<file path="config.mk">
export PLATFORM = sky130hd
export DESIGN_NAME = cmpbr_resolver
export DESIGN_NICKNAME = d
export VERILOG_FILES = /design/src/rtl/cmpbr_pkg.sv /design/src/rtl/cmpbr_compare.sv /design/src/rtl/cmpbr_cond_eval.sv /design/src/rtl/cmpbr_pc_sel.sv /design/src/rtl/cmpbr_resolver.sv
export SDC_FILE = /design/constraint.sdc
export NUM_CORES = 1
export LEC_CHECK = 0
export BUFFER_PORTS_ARGS = -buffer_cell sky130_fd_sc_hd__buf_2
export CAP_MARGIN = 0
export CORE_UTILIZATION = 40
export DETAILED_ROUTE_END_ITERATION = 6
export PLACE_DENSITY_LB_ADDON = 0.2
export SYNTH_ARGS = -nofsm -noshare
export SYNTH_HDL_FRONTEND = slang
export SYNTH_SLANG_ARGS = --single-unit
</file>
<file path="constraint.sdc">
create_clock -name clk -period 2.42 [get_ports clk]
set_input_delay 0.121 -clock clk [delete_from_list [all_inputs] [get_ports clk]]
set_output_delay 0.121 -clock clk [all_outputs]
set_load 0.02 [all_outputs]
</file>
<file path="src/rtl/cmpbr_pkg.sv">
package cmpbr_pkg;
    localparam int FLAG_W  = 5;
    localparam int F_GT    = 0;
    localparam int F_LT    = 1;
    localparam int F_EQ    = 2;
    localparam int F_GTU   = 3;
    localparam int F_LTU   = 4;
    localparam int KIND_N  = 10;
    localparam int KIND_W  = $clog2(KIND_N);

    typedef enum logic [KIND_W-1:0] {
        BK_EQ, BK_NE, BK_LT, BK_GT, BK_LTU,
        BK_GTU, BK_GE, BK_LE, BK_GEU, BK_LEU
    } br_kind_e;

    typedef enum logic {
        RS_IDLE,
        RS_RESULT
    } res_state_e;
endpackage

</file>
<file path="src/rtl/cmpbr_compare.sv">
module cmpbr_compare
    import cmpbr_pkg::*;
#(
    parameter int DATA_W = 32
) (
    input  logic [DATA_W-1:0] op_a,
    input  logic [DATA_W-1:0] op_b,
    output logic [FLAG_W-1:0] flags_d
);
    logic same, s_lt, s_gt, u_lt, u_gt;

    always_comb begin
        same = (op_a == op_b);
        s_lt = ($signed(op_a) < $signed(op_b));
        s_gt = ($signed(op_a) > $signed(op_b));
        u_lt = (op_a < op_b);
        u_gt = (op_a > op_b);
        flags_d = '0;
        if (same) begin
            flags_d[F_EQ] = 1'b1;
        end else begin
            flags_d[F_LT]  = s_lt;
            flags_d[F_GT]  = s_gt;
            flags_d[F_LTU] = u_lt;
            flags_d[F_GTU] = u_gt;
        end
    end
endmodule

</file>
<file path="src/rtl/cmpbr_cond_eval.sv">
module cmpbr_cond_eval
    import cmpbr_pkg::*;
#(
    parameter int         OP_W    = 8,
    parameter logic [7:0] OP_BASE = 8'h0F
) (
    input  logic [OP_W-1:0]   op,
    input  logic [FLAG_W-1:0] flags,
    output logic              take,
    output logic              illegal
);
    logic [OP_W-1:0] offs;
    br_kind_e        kind;
    logic            in_range;

    always_comb begin
        offs     = op - OP_W'(OP_BASE);
        in_range = (op >= OP_W'(OP_BASE)) && (offs < OP_W'(KIND_N));
        kind     = br_kind_e'(offs[KIND_W-1:0]);
        illegal  = !in_range;
        take     = 1'b0;
        if (in_range) begin
            unique case (kind)
                BK_EQ:   take = flags[F_EQ];
                BK_NE:   take = !flags[F_EQ];
                BK_LT:   take = flags[F_LT];
                BK_GT:   take = flags[F_GT];
                BK_LTU:  take = flags[F_LTU];
                BK_GTU:  take = flags[F_GTU];
                BK_GE:   take = flags[F_GT]  | flags[F_EQ];
                BK_LE:   take = flags[F_LT]  | flags[F_EQ];
                BK_GEU:  take = flags[F_GTU] | flags[F_EQ];
                BK_LEU:  take = flags[F_LTU] | flags[F_EQ];
                default: take = 1'b0;
            endcase
        end
    end
endmodule

</file>
<file path="src/rtl/cmpbr_pc_sel.sv">
module cmpbr_pc_sel #(
    parameter int ADDR_W     = 32,
    parameter int STEP_BYTES = 6
) (
    input  logic [ADDR_W-1:0] pc,
    input  logic [ADDR_W-1:0] tgt,
    input  logic              take,
    input  logic              illegal,
    output logic [ADDR_W-1:0] next_pc
);
    localparam logic [ADDR_W-1:0] STEP = ADDR_W'(STEP_BYTES);

    always_comb begin
        if (illegal)   next_pc = pc;
        else if (take) next_pc = tgt;
        else           next_pc = pc + STEP;
    end
endmodule

</file>
<file path="src/rtl/cmpbr_resolver.sv">
module cmpbr_resolver
    import cmpbr_pkg::*;
#(
    parameter int         DATA_W     = 32,
    parameter int         ADDR_W     = 32,
    parameter int         OP_W       = 8,
    parameter int         STEP_BYTES = 6,
    parameter logic [7:0] OP_BASE    = 8'h0F
) (
    input  logic              clk,
    input  logic              rst_n,
    input  logic              cmp_go,
    input  logic [DATA_W-1:0] cmp_a,
    input  logic [DATA_W-1:0] cmp_b,
    input  logic              br_go,
    input  logic [OP_W-1:0]   br_op,
    input  logic [ADDR_W-1:0] br_pc,
    input  logic [ADDR_W-1:0] br_tgt,
    output logic [FLAG_W-1:0] flags_q,
    output logic              br_valid,
    output logic              br_taken,
    output logic [ADDR_W-1:0] br_next_pc,
    output logic              br_illegal
);
    localparam logic [ADDR_W-1:0] STEP = ADDR_W'(STEP_BYTES);

    logic [FLAG_W-1:0] flags_d;
    logic              take_d, ill_d;
    logic [ADDR_W-1:0] npc_d;
    res_state_e        st_q, st_d;

    cmpbr_compare #(.DATA_W(DATA_W)) u_cmp (
        .op_a(cmp_a), .op_b(cmp_b), .flags_d(flags_d)
    );

    cmpbr_cond_eval #(.OP_W(OP_W), .OP_BASE(OP_BASE)) u_cond (
        .op(br_op), .flags(flags_q), .take(take_d), .illegal(ill_d)
    );

    cmpbr_pc_sel #(.ADDR_W(ADDR_W), .STEP_BYTES(STEP_BYTES)) u_pcs (
        .pc(br_pc), .tgt(br_tgt), .take(take_d), .illegal(ill_d), .next_pc(npc_d)
    );

    // Condition register: loaded only by a compare
    always_ff @(posedge clk or negedge rst_n) begin
        if (!rst_n)      flags_q <= '0;
        else if (cmp_go) flags_q <= flags_d;
    end

    // Result channel state register
    always_ff @(posedge clk or negedge rst_n) begin
        if (!rst_n) st_q <= RS_IDLE;
        else        st_q <= st_d;
    end

    always_comb begin
        st_d = st_q;
        unique case (st_q)
            RS_IDLE:   if (br_go) st_d = RS_RESULT;
            RS_RESULT: if (!br_go) st_d = RS_IDLE;
            default:   st_d = RS_IDLE;
        endcase
    end

    // Result outputs
    always_ff @(posedge clk or negedge rst_n) begin
        if (!rst_n) begin
            br_taken   <= 1'b0;
            br_illegal <= 1'b0;
            br_next_pc <= '0;
        end else if (br_go) begin
            br_taken   <= take_d;
            br_illegal <= ill_d;
            br_next_pc <= npc_d;
        end
    end

    assign br_valid = (st_q == RS_RESULT);

    AST_EQ_ONLY: assert property (@(posedge clk) disable iff (!rst_n)
        (cmp_go && cmp_a == cmp_b) |=> (flags_q == 5'b00100));
    AST_REL_EXCL: assert property (@(posedge clk) disable iff (!rst_n)
        !(flags_q[F_LT] && flags_q[F_GT]) && !(flags_q[F_LTU] && flags_q[F_GTU]));
    AST_FLAGS_HOLD: assert property (@(posedge clk) disable iff (!rst_n)
        !cmp_go |=> $stable(flags_q));
    AST_TAKEN_PC: assert property (@(posedge clk) disable iff (!rst_n)
        (br_valid && br_taken) |-> (br_next_pc == $past(br_tgt)));
    AST_STEP_PC: assert property (@(posedge clk) disable iff (!rst_n)
        (br_valid && !br_taken && !br_illegal) |-> (br_next_pc == $past(br_pc) + STEP));
    AST_ILL_NOT_TAKEN: assert property (@(posedge clk) disable iff (!rst_n)
        br_illegal |-> !br_taken);
    AST_VALID_FOLLOWS: assert property (@(posedge clk) disable iff (!rst_n)
        br_go |=> br_valid);
    AST_VALID_QUIET: assert property (@(posedge clk) disable iff (!rst_n)
        !br_go |=> !br_valid);
endmodule

</file>
Word level (Yosys, flattened, before mapping)
Cells that the tools add are included.
{"block": "word_totals", "out_inout_bits": 40, "regBits": 40, "elab_cells": 39}
{"block": "classes", "n_eq_ne": 10, "order_cmp": 6, "muxes": 8, "reduce_logical": 4, "n_addsub": 2, "bitwise_logic": 4}
{"operator": "$gt 32x32->1", "n": 2}
{"operator": "$lt 32x32->1", "n": 2}
{"operator": "$mux 32", "n": 2}
{"operator": "$add 32x3->32 const B", "n": 1}
{"operator": "$eq 32x32->1", "n": 1}
{"operator": "$eq 4x3->1 const B", "n": 4}
{"operator": "$pmux 1 s10", "n": 1}
{"operator": "$eq 4x2->1 const B", "n": 2}
{"operator": "$eq 4x4->1 const B", "n": 2}
{"operator": "$ge 8x4->1 const B", "n": 1}
{"operator": "$lt 8x4->1 const B", "n": 1}
{"operator": "$sub 8x4->8 const B", "n": 1}
{"operator": "$eq 4x1->1 const B", "n": 1}
{"operator": "$logic_not 4->1", "n": 1}
{"operator": "$mux 2", "n": 2}
{"operator": "$or 1x1->1", "n": 4}
{"operator": "$mux 1", "n": 3}
{"operator": "$logic_not 1->1", "n": 2}
{"operator": "$logic_and 1x1->1", "n": 1}

Depth between registers and ports, before layout
Gate-level depths: netlist of run 1.
{"block": "logic_depth", "ltp_word": 6, "mapped_depth": 11, "ltp_nobuf": 8}

Modules after synthesis
Synthesis of run 1 repeated with hierarchy kept, for this count alone.
{"block": "unflattened", "cells_unflattened": 453, "area_unflattened_um2": 4037.6}
{"module": "cmpbr_resolver", "seq_area_each_um2": 1001.0, "area_each_um2": 1624.1, "instances": 1, "cells_each": 83}
{"module": "cmpbr_pc_sel", "seq_area_each_um2": 0.0, "area_each_um2": 1288.7, "instances": 1, "cells_each": 214}
{"module": "cmpbr_compare", "seq_area_each_um2": 0.0, "area_each_um2": 864.6, "instances": 1, "cells_each": 121}
{"module": "cmpbr_cond_eval", "seq_area_each_um2": 0.0, "area_each_um2": 260.2, "instances": 1, "cells_each": 35}

Least setup slack after synthesis of run 1
Ideal clock, no wire load.
{"block": "synth_path", "path_kind": "reg-to-reg", "from": "reg flags_q[4]", "to": "reg br_next_pc[29]", "setup_slack_ps": 226, "period_less_slack_ps": 2194, "path_buffers": 1, "setup_ps": 136, "t_arrival_ps": 2057, "path_stages_with_launch": 7, "path_cell_list": "dfrtp_1 -> a222oi_1 -> and3_2 -> buf_1 -> nor3_4 -> o221a_2 -> or3b_2"}
{"block": "synth_via", "elab_chain_cells": 5}
{"item": "from (decl)", "line": "cmpbr_resolver.sv:19", "rtl": "output logic [FLAG_W-1:0] flags_q,"}
{"item": "from (signal assigned)", "line": "cmpbr_resolver.sv:47", "rtl": "else if (cmp_go) flags_q <= flags_d;"}
{"item": "$or 1x1->1", "line": "cmpbr_cond_eval.sv:33", "rtl": "BK_LEU: take = flags[F_LTU] | flags[F_EQ];"}
{"item": "$pmux 1 s10 *", "line": "cmpbr_cond_eval.sv:23", "rtl": "unique case (kind)"}
{"item": "$mux 1 *", "line": "cmpbr_cond_eval.sv:22", "rtl": "if (in_range) begin"}
{"item": "$mux 32 *", "line": "cmpbr_pc_sel.sv:15", "rtl": "else if (take) next_pc = tgt;"}
{"item": "$mux 32 *", "line": "cmpbr_pc_sel.sv:14", "rtl": "if (illegal) next_pc = pc;"}
{"item": "to (signal assigned)", "line": "cmpbr_resolver.sv:74", "rtl": "br_next_pc <= npc_d;"}
{"item": "to (decl)", "line": "cmpbr_resolver.sv:22", "rtl": "output logic [ADDR_W-1:0] br_next_pc,"}
Every way passes the cells marked *; elsewhere a longest branch is shown, timed or not.
A chain may end at the register's enable or synchronous reset.

Final worst setup path of run 1
{"block": "layout_path", "from": "in br_op[0]", "to": "reg br_next_pc[24]"}
{"block": "layout_via", "elab_chain_cells": 6}
{"item": "from (decl)", "line": "cmpbr_resolver.sv:16", "rtl": "input logic [OP_W-1:0] br_op,"}
{"item": "$sub 8x4->8", "line": "cmpbr_cond_eval.sv:17", "rtl": "offs = op - OP_W'(OP_BASE);"}
{"item": "$lt 8x4->1 (tied with other cells)", "line": "cmpbr_cond_eval.sv:18", "rtl": "in_range = (op >= OP_W'(OP_BASE)) && (offs < OP_W'(KIND_N));"}
{"item": "$logic_and 1x1->1 / $pmux 1 s10 (equally long branches)", "line": "cmpbr_cond_eval.sv:18, cmpbr_cond_eval.sv:23"}
{"item": "$mux 1", "line": "cmpbr_cond_eval.sv:22"}
{"item": "$mux 32", "line": "cmpbr_pc_sel.sv:15"}
{"item": "$mux 32 *", "line": "cmpbr_pc_sel.sv:14"}
Marked as above.

==> results.cfg, run 1 <==
[floorplan]
row_count = 35
die-area_mm2 = 0.0100
die_x_um = 100
start_util = 0.415
ioPinCount = 180
die_h_um = 100
coreArea_mm2 = 0.00928

[clocking]
clkLatencyLatePin_ns = 0.29
cts-hold-fix-buffers = 0
cts_root_buf = clkbuf_8
cts_setup_buffers = 0
cts_made_buffers = 5
cts.htree.levels = 2
cts_tree = done
clockBufferDepth = 2
clk_pin_slew_ns = 0.08
ctsResizeCount = 0
clkSinkCount = 40

[placed_design]
place_ws_ns = 0.00474
globalplace.congestion = 0.837
numPortBuffers = 179
place_hpwl_um = 9500
detailed_place.area_mm2 = 0.00499

[yosys]
ys_warn_count = 0
yosysTopAreaCell = dfrtp_1
synth_edf_count = 0
synthArstFlopShare = 1.00
synth_seq_cells = 40
netlist_top_cells_area = dfrtp_1 26%, ha_1 12%, a21oi_1 4.9%
syn_area_per_cell_um2 = 8.06
ys.flop_type = dfrtp_1
synth_top_area_share = 0.260
syn_inst = 478
syn_area_mm2 = 0.00385
seq_area_frac_synth = 0.260
synth_cell_types = 65
synthesis.nets = 656

[setup_path]
crit_fanout = 30
slowest_delay_ns = 0.63
crit_path_cell_trace = buf_2, inv_1, ha_1, nand2_1, o221ai_1, or4_1, buf_4, a2111oi_0, o31a_1, a31oi_1
arrival_ns = 2.28
worstSetupStartpointType = primary input
crit_slowest_cell = or4_1
crit_path_end_kind = flip-flop
critPathRequiredTime_ns = 2.58
criticalPathCategory = in2reg

[sta]
rsz0062_at_grt = false
hold_viol_final = 40
fmax_mhz = 472
fin_skew_ns = 0.00879
worst_pin_slew_ns = 0.963
hold_ws_ns = -0.0349
finalCritPeriodShare = 0.875
setup_viol = 0
fin_ws_ns = 0.303
maxSlewViolCount = 0
tns_ns = 0
relSlewSlack = 0.358
period_minus_slack_ns = 2.12

[global_routing]
track_usage = 0.246
overflow = 0
grt_pass1_vias = 4158
grt_antenna_before_repair = 0
grt_max_degree = 45
grt_first_pass_wirelength_um = 19900

[routing]
wl_um = 12300
dr_wl_met2_um = 6000
ant_nets = 0
dr.pass1.iters = 5
wl_met3_um = 876
drtIter0Drc = 179
via_count = 4370
wire_per_inst_um = 15.5
drc = 0
vias_per_cell = 5.52
route.layer.met1.wl_um = 5190
routed.top_layer = met4

[pwr]
power.density_mw_per_mm2 = 428
power_leakage_nw = 2.61
ir_worst_vdd_v = 0.000205

[status]
violations = negative hold slack
status = finished with violations

[final_layout]
area_growth_pct = 31.8
nets = 840
fin_util = 0.547
diodes = 0
layout-drive-gt1-share = 0.329
n_fill_cell = 904
final_area_mm2 = 0.00508

[flow_run]
max_cap_viol_count = 0

[min_path]
min_path_type = in2async
-- flip-flops by register name (all words and copies together) (netlist names) --
signal / cells
br_next_pc: 32
flags_q: 5
br_illegal: 1
br_taken: 1
br_valid: 1
-- cell usage in the layout, fill, tap and decap left out, drive strengths merged, types with 3 or more instances in the layout --
| cell type | count |
|---|---|
| nand2 | 35 |
| o22ai | 3 |
| buf | 200 |
| nand3 | 20 |
| o211ai | 10 |
| inv | 42 |
| xor2 | 6 |
| nand4 | 21 |
| a21o | 4 |
| a211oi | 4 |
| o21ai | 25 |
| a21oi | 38 |
| and3 | 22 |
| nor2b | 4 |
| nand2b | 4 |
| dfrtp | 40 |
| xnor2 | 10 |
| o31ai | 9 |
| nor4 | 7 |
| o2111ai | 4 |
| mux2i | 19 |
| a2111oi | 3 |
| nor3 | 13 |
| ha | 38 |
| a31oi | 6 |
| nor2 | 30 |
| clkbuf | 7 |
-- critical path: cells and delay by family --
kind,cells,cell delay (ns)
AO/OA/AOI/OAI,4,0.72
AND/OR/NAND/NOR,2,0.70
buffers and inverters,3,0.43
adder cells (fa/ha/maj),1,0.30
-- worst paths after layout --
kind / startpoint / to / slack (ns) / cells past startpoint
setup / recovery: br_op[0] / br_next_pc[24] / 0.30 / 10
min in group clk: br_tgt[10] / br_next_pc[10] / 0.07 / 3
max in group asynchronous: rst_n / br_next_pc[27] / 1.85 / 1
hold reg to reg: br_next_pc[19] / br_next_pc[19] / 0.50 / 2
setup reg to reg: flags_q[4] / br_next_pc[29] / 0.32 / 6
hold / removal: rst_n / br_illegal / -0.03 / 1
-- cells in the mapped netlist (4+ instances only) --
cell and number:
inv_1 42, dfrtp_1 40, a21oi_1 38, ha_1 38, nand2_1 35, nor2_1 30, o21ai_0 24, and3_1 21
nand3_1 20, nand4_1 20, mux2i_1 19, clkbuf_1 16, nor3_1 12, o211ai_1 10, xnor2_1 10, o31ai_1 9
a31oi_1 6, xor2_1 6, nor4_1 5, a211oi_1 4, nand2b_1 4, nor2b_1 4, o2111ai_1 4
-- report_power, final --
part / internal [mW] / switching [mW] / total [mW]
logic: 0.373 / 0.509 / 0.883
clock network: 0.254 / 0.242 / 0.497
registers: 0.743 / 0.0509 / 0.794
-- routing by layer --
layer / vias to the layer above / track usage
li1: 2147 / -
met1: 2025 / 0.316
met2: 182 / 0.432
met3: 16 / 0.0390
met4: 0 / 0.0602
met5: - / 0
-- cell type report --
class / instances / area (µm²) / share of cell area
Clock buffer: 7 / 96.3 / 0.0190
Timing Repair Buffer: 200 / 1080 / 0.212
Tap cell: 129 / 161 / 0.0318
Inverter: 42 / 158 / 0.0310
Sequential cell: 40 / 1000 / 0.197
Multi-Input combinational cell: 373 / 2590 / 0.509
-- logic make-up after synthesis --
logic type               Yosys count  synth area share
multiplexers                      20            0.0523
XOR/XNOR                          16            0.0364
AND/OR/NAND/NOR                  166             0.231
AO/OA/AOI/OAI                    133             0.228
buffers and inverters             65            0.0691
adder cells (fa/ha/maj)           38             0.123
flip-flops                        40             0.260
-- through the flow --
stage | power (mW) | cells | hold slack, ns
finish | 2.17 | 791 | -0.0349
global route | 2.31 | 791 | 0.0419
CTS | 2.19 | 791 | 0.0104
detailed placement | 1.69 | 784 | 0.330
global placement | 1.67 | 784 | 0.325
floorplan | 1.31 | 478 | -0.175
No activity file was read; power rests on OpenSTA's default activity.
==> inputs of run 2 (changes only) <==
--- a/config.mk
+++ b/config.mk
@@ -9,2 +9,3 @@
 export CAP_MARGIN = 0
+export CORE_MARGIN = 2
 export CORE_UTILIZATION = 40
==> constraint.sdc (replaced) <==
create_clock -name clk -period 2.42 [get_ports clk]
set_input_delay 0.363 -clock clk [delete_from_list [all_inputs] [get_ports clk]]
set_output_delay 0.363 -clock clk [all_outputs]
set_load 0.02 [all_outputs]
==> run 2 against run 1 <==
The flow now finishes without violations. Non-clock buffer count is 19 higher. Die area is 4.0% higher. Worst setup slack worse by 0.18 ns. Power is 0.85% higher. Clock power is 4% lower. Via count is 0.76% higher. Routed wire length is 3.3% higher. Critical path type unchanged.
==> results.cfg, run 2 (same netlist as run 1, synthesis figures left out) <==
[status]
status = finished clean

[sta]
relSlewSlack = 0.651
hold_viol_final = 0
fin_skew_ns = 0.00346
fmax_mhz = 436
fin_ws_ns = 0.126
worst_pin_slew_ns = 0.523
period_minus_slack_ns = 2.29
maxSlewViolCount = 0
tns_ns = 0
rsz0062_at_grt = false
setup_viol = 0
finalCritPeriodShare = 0.948

[setup_path]
critPathRequiredTime_ns = 2.58
reg2reg_slack_ns = 0.30
r2r_start = flags_q[4]
arrival_ns = 2.45
ff2ff_path_depth = 6
reg2reg_to = br_next_pc[29]
crit_fanout = 30
crit_path_end_kind = flip-flop
criticalPathCategory = in2reg
worstSetupStartpointType = primary input

[pwr]
power.density_mw_per_mm2 = 418
finalPower_mw = 2.19
power_leakage_nw = 2.70
ir_worst_vdd_v = 0.000210

[global_routing]
grt_first_pass_wirelength_um = 19700
overflow = 0
grt_max_degree = 45
grt_antenna_before_repair = 0
grt_pass1_vias = 4314
track_usage = 0.239

[clocking]
cts_setup_buffers = 0
clk_pin_slew_ns = 0.08
clkLatencyLatePin_ns = 0.29
cts_tree = done
clkSinkCount = 40
cts.htree.levels = 2
cts_made_buffers = 5
clockBufferDepth = 2
cts_root_buf = clkbuf_8

[floorplan]
ioPinCount = 180
die-area_mm2 = 0.0104
coreArea_mm2 = 0.00928
die_x_um = 102
row_count = 35
start_util = 0.415
die_h_um = 102

[routing]
drtIter0Drc = 128
ant_nets = 0
drc = 0
vias_per_cell = 5.43
wl_um = 12700
wire_per_inst_um = 15.6
dr.pass1.iters = 4
via_count = 4403

[final_layout]
largest_reg_flops = 32
layout-drive-gt1-share = 0.348
final_common_cell = buf_2
reg_top3 = br_next_pc (32), flags_q (5)
fin_cells = 811
multi_input_area_mm2 = 0.00260
area_growth_pct = 35.9
n_fill_cell = 906
largest_register = br_next_pc
nets = 859
mostFrequentLayoutCells = 179 x buf_2, 42 x inv_1, 40 x dfrtp_1
final_area_mm2 = 0.00524
diodes = 0
ff_latch_area_mm2 = 0.00100

[min_path]
hold_end = br_next_pc[10]
min_path_type = in2reg
holdCritStartpoint = br_tgt[10]
whs_path_depth = 3

[placed_design]
placed_cells = 802
place_hpwl_um = 10000
globalplace.congestion = 0.861
detailed_place.area_mm2 = 0.00512
numPortBuffers = 179
place_ws_ns = -0.245

[flow_run]
max_cap_viol_count = 0
[run 2: cell count changes in the layout (fill, tap and decap cells not counted), moves of 2 or more]
cell,delta
a2111oi_0,-2
a2111oi_1,+2
clkbuf_1,+2
buf_4,+17
[run 2: how the worst max path moves through the flow]
stage | startpoint | end | slack (ns) | cells after the start
6_report | br_op[0] | br_next_pc[24] | 0.13 | 10
5_1_grt | br_op[0] | br_next_pc[24] | 0.03 | 10
4_1_cts | br_op[0] | br_next_pc[24] | 0.05 | 10
3_5_place_dp | br_op[0] | br_next_pc[24] | -0.25 | 10
3_3_place_gp | br_op[0] | br_next_pc[24] | -0.11 | 10
2_1_floorplan | cmp_b[11] | flags_q[0] | 0.03 | 8
[run 2: where the power goes]
group          switching (mW)  internal [mW]  leakage [nW]
clock network           0.246          0.233        0.0455
registers              0.0519          0.743         0.472
logic                   0.520          0.398          2.18
total                   0.818           1.37          2.70
[run 2: critical path: stages]
cell and delay, ns:
buf_2 0.10, inv_1 0.06, ha_1 0.31, nand2_1 0.07, o221ai_1 0.13, or4_1 0.63
buf_6 0.23, nor4_2 0.30, o31a_1 0.19, a31oi_1 0.05
[run 2: per-stage QoR]
step / utilization / hold WS [ns]
2_1_floorplan: - / 0.0674
3_3_place_gp: 0.552 / 0.220
3_5_place_dp: 0.552 / 0.221
4_1_cts: 0.562 / 0.290
5_1_grt: 0.564 / 0.320
6_report: 0.564 / 0.294
[run 2: cell type report]
class | count | area share
inverters | 42 | 0.0301
repair buffers | 219 | 0.234
well taps | 129 | 0.0308
multi-input cells | 373 | 0.497
flip-flops and latches | 40 | 0.191
clock buffers | 8 | 0.0172
[run 2: timing repair]
action,4_1_cts,5_1_grt
hold buffers,1,0
resized for setup,0,5
hold endpoints to repair,6,0
endpoints found under the setup margin,0,2
[run 2: per-layer routing]
layer | global-route usage | share of wire | vias to the layer above
li1 | - | - | 2188
met1 | 0.299 | 0.43 | 2046
met2 | 0.417 | 0.48 | 153
met3 | 0.0451 | 0.072 | 16
met4 | 0.0728 | 0.015 | 0
met5 | 0 | 0 | -
==> inputs of run 3 (changes only) <==
Settings changed: CELL_PAD_IN_SITES_DETAIL_PLACEMENT from default to 0, CELL_PAD_IN_SITES_GLOBAL_PLACEMENT from default to 1, CORE_ASPECT_RATIO from default to 0.9, CORE_UTILIZATION 40 to 34.
==> run 3 against run 2 <==
Clock power rose by 61%. Maximum frequency rose by 0.69%. Die area rose by 17%. First-iteration DRC count rose by 77%. Via count rose by 0.73%. Clock-buffer cell count fell by 2. Sequential share of layout area fell by 0.49 points. Power rose by 14%. Final area rose by 2.7%.
==> results.cfg, run 3 (same netlist as run 1, synthesis figures left out) <==
[status]
status = finished clean

[routing]
ant_nets = 0
via_count = 4435
dr.pass1.iters = 5
vias_per_cell = 5.29
drtIter0Drc = 226
drc = 0
wire_per_inst_um = 15.6
wl_um = 13100

[setup_path]
worstSetupStartpointType = primary input
worst-path-buf-inv = 3
crit_path_cell_trace = buf_2, inv_1, ha_1, nand2_1, o221ai_1, or4_4, buf_4, nor4_1, o31a_1, a31oi_1
r2r_start = flags_q[2]
arrival_ns = 2.43
crit_path_end_kind = flip-flop
cp-startpoint = br_op[0]
critPathRequiredTime_ns = 2.57
crit_slowest_cell = or4_4
criticalPathCategory = in2reg
critical_path.top_delay_family = simple AND/OR/NAND/NOR gates
crit_fanout = 17
slowest_delay_ns = 0.62

[sta]
tns_ns = 0
relSlewSlack = 0.639
rsz0062_at_grt = false
worst_pin_slew_ns = 0.537
setup_viol = 0
maxSlewViolCount = 0
fin_skew_ns = 0.00509
period_minus_slack_ns = 2.28
hold_viol_final = 0
finalCritPeriodShare = 0.941
fmax_mhz = 439

[global_routing]
track_usage = 0.213
grt_antenna_before_repair = 3
overflow = 0
grt_pass1_vias = 4376
grt_max_degree = 45
grt_first_pass_wirelength_um = 20800

[floorplan]
coreArea_mm2 = 0.0109
die-area_mm2 = 0.0122
die_h_um = 105
start_util = 0.352
row_count = 36
ioPinCount = 180
die_x_um = 116

[clocking]
clkLatencyLatePin_ns = 0.29
clockBufferDepth = 2
cts_tree = done
clkSinkCount = 40
cts_setup_buffers = 0
clk_pin_slew_ns = 0.06
cts_root_buf = clkbuf_16
cts_made_buffers = 5
cts.htree.levels = 2

[flow_run]
max_cap_viol_count = 0

[final_layout]
nets = 863
largest_reg_flops = 32
final_common_cell = buf_2
largest_register = br_next_pc
reg_top3 = br_next_pc (32), flags_q (5)
fin_util = 0.491
mostFrequentLayoutCells = 179 x buf_2, 42 x inv_1, 41 x buf_4
layout-drive-gt1-share = 0.356
area_growth_pct = 39.5

[placed_design]
numPortBuffers = 179
globalplace.congestion = 0.847
place_hpwl_um = 10400

[pwr]
ir_worst_vdd_v = 0.000292
power_leakage_nw = 2.76
power.density_mw_per_mm2 = 464

[min_path]
holdCritStartpoint = br_tgt[10]
min_path_type = in2reg
==> run 3: final timing paths <==
kind	to	cells past startpoint	slack, ns
min in group asynchronous	br_next_pc[28]	2	0.52
worst min register to register	br_next_pc[4]	2	0.49
max in group asynchronous	br_next_pc[7]	3	1.18
worst max-delay path	br_next_pc[24]	10	0.14
worst max register to register	br_next_pc[29]	6	0.37
worst min-delay path	br_next_pc[10]	3	0.31
==> run 3: worst register-to-register path, delay by kind of cell (launching register included) <==
family	cells	cell delay, ns
compound gates	3	0.65
flops	1	0.45
mux	1	0.24
simple gates	2	0.58
==> run 3: layout make-up <==
cell class                      count  area, µm²
Tap cell                          152        190
Multi-Input combinational cell    373       2610
Timing Repair Buffer              223       1250
Clock buffer                        6        129
Sequential cell                    40       1000
Inverter                           42        158
Antenna cell                        1       2.50
Clock inverter                      2       35.0
Fill cell                        1117       5570
==> run 3: layer usage <==
layer / track usage / up-vias / share of wire
li1: - / 2193 / -
met1: 0.293 / 2071 / 0.46
met2: 0.342 / 150 / 0.46
met3: 0.0470 / 17 / 0.064
met4: 0.0417 / 4 / 0.010
met5: 0 / - / 0.0021
==> run 3: what timing repair did <==
action,in CTS,in global routing
setup endpoints to repair,0,6
resized for setup,0,6
hold endpoints to repair,12,0
hold buffers,1,0
==> run 3: where the power goes <==
part	leakage, nW	switching (mW)	total, mW	internal, mW
registers	0.472	0.0513	0.795	0.744
logic	2.21	0.522	0.928	0.405
clock network	0.0808	0.286	0.772	0.486
==> run 3: stage by stage <==
step	power, mW	setup WS (ns)	hold slack, ns	cells	instance area (µm²)
6_report	2.49	0.142	0.307	839	5380
5_1_grt	2.65	0.0161	0.338	839	5380
4_1_cts	2.52	0.00691	0.305	838	5350
3_5_place_dp	1.72	-0.300	0.296	829	5180
2_1_floorplan	1.31	0.0331	0.0674	478	3850
3_3_place_gp	1.71	-0.184	0.296	829	5180
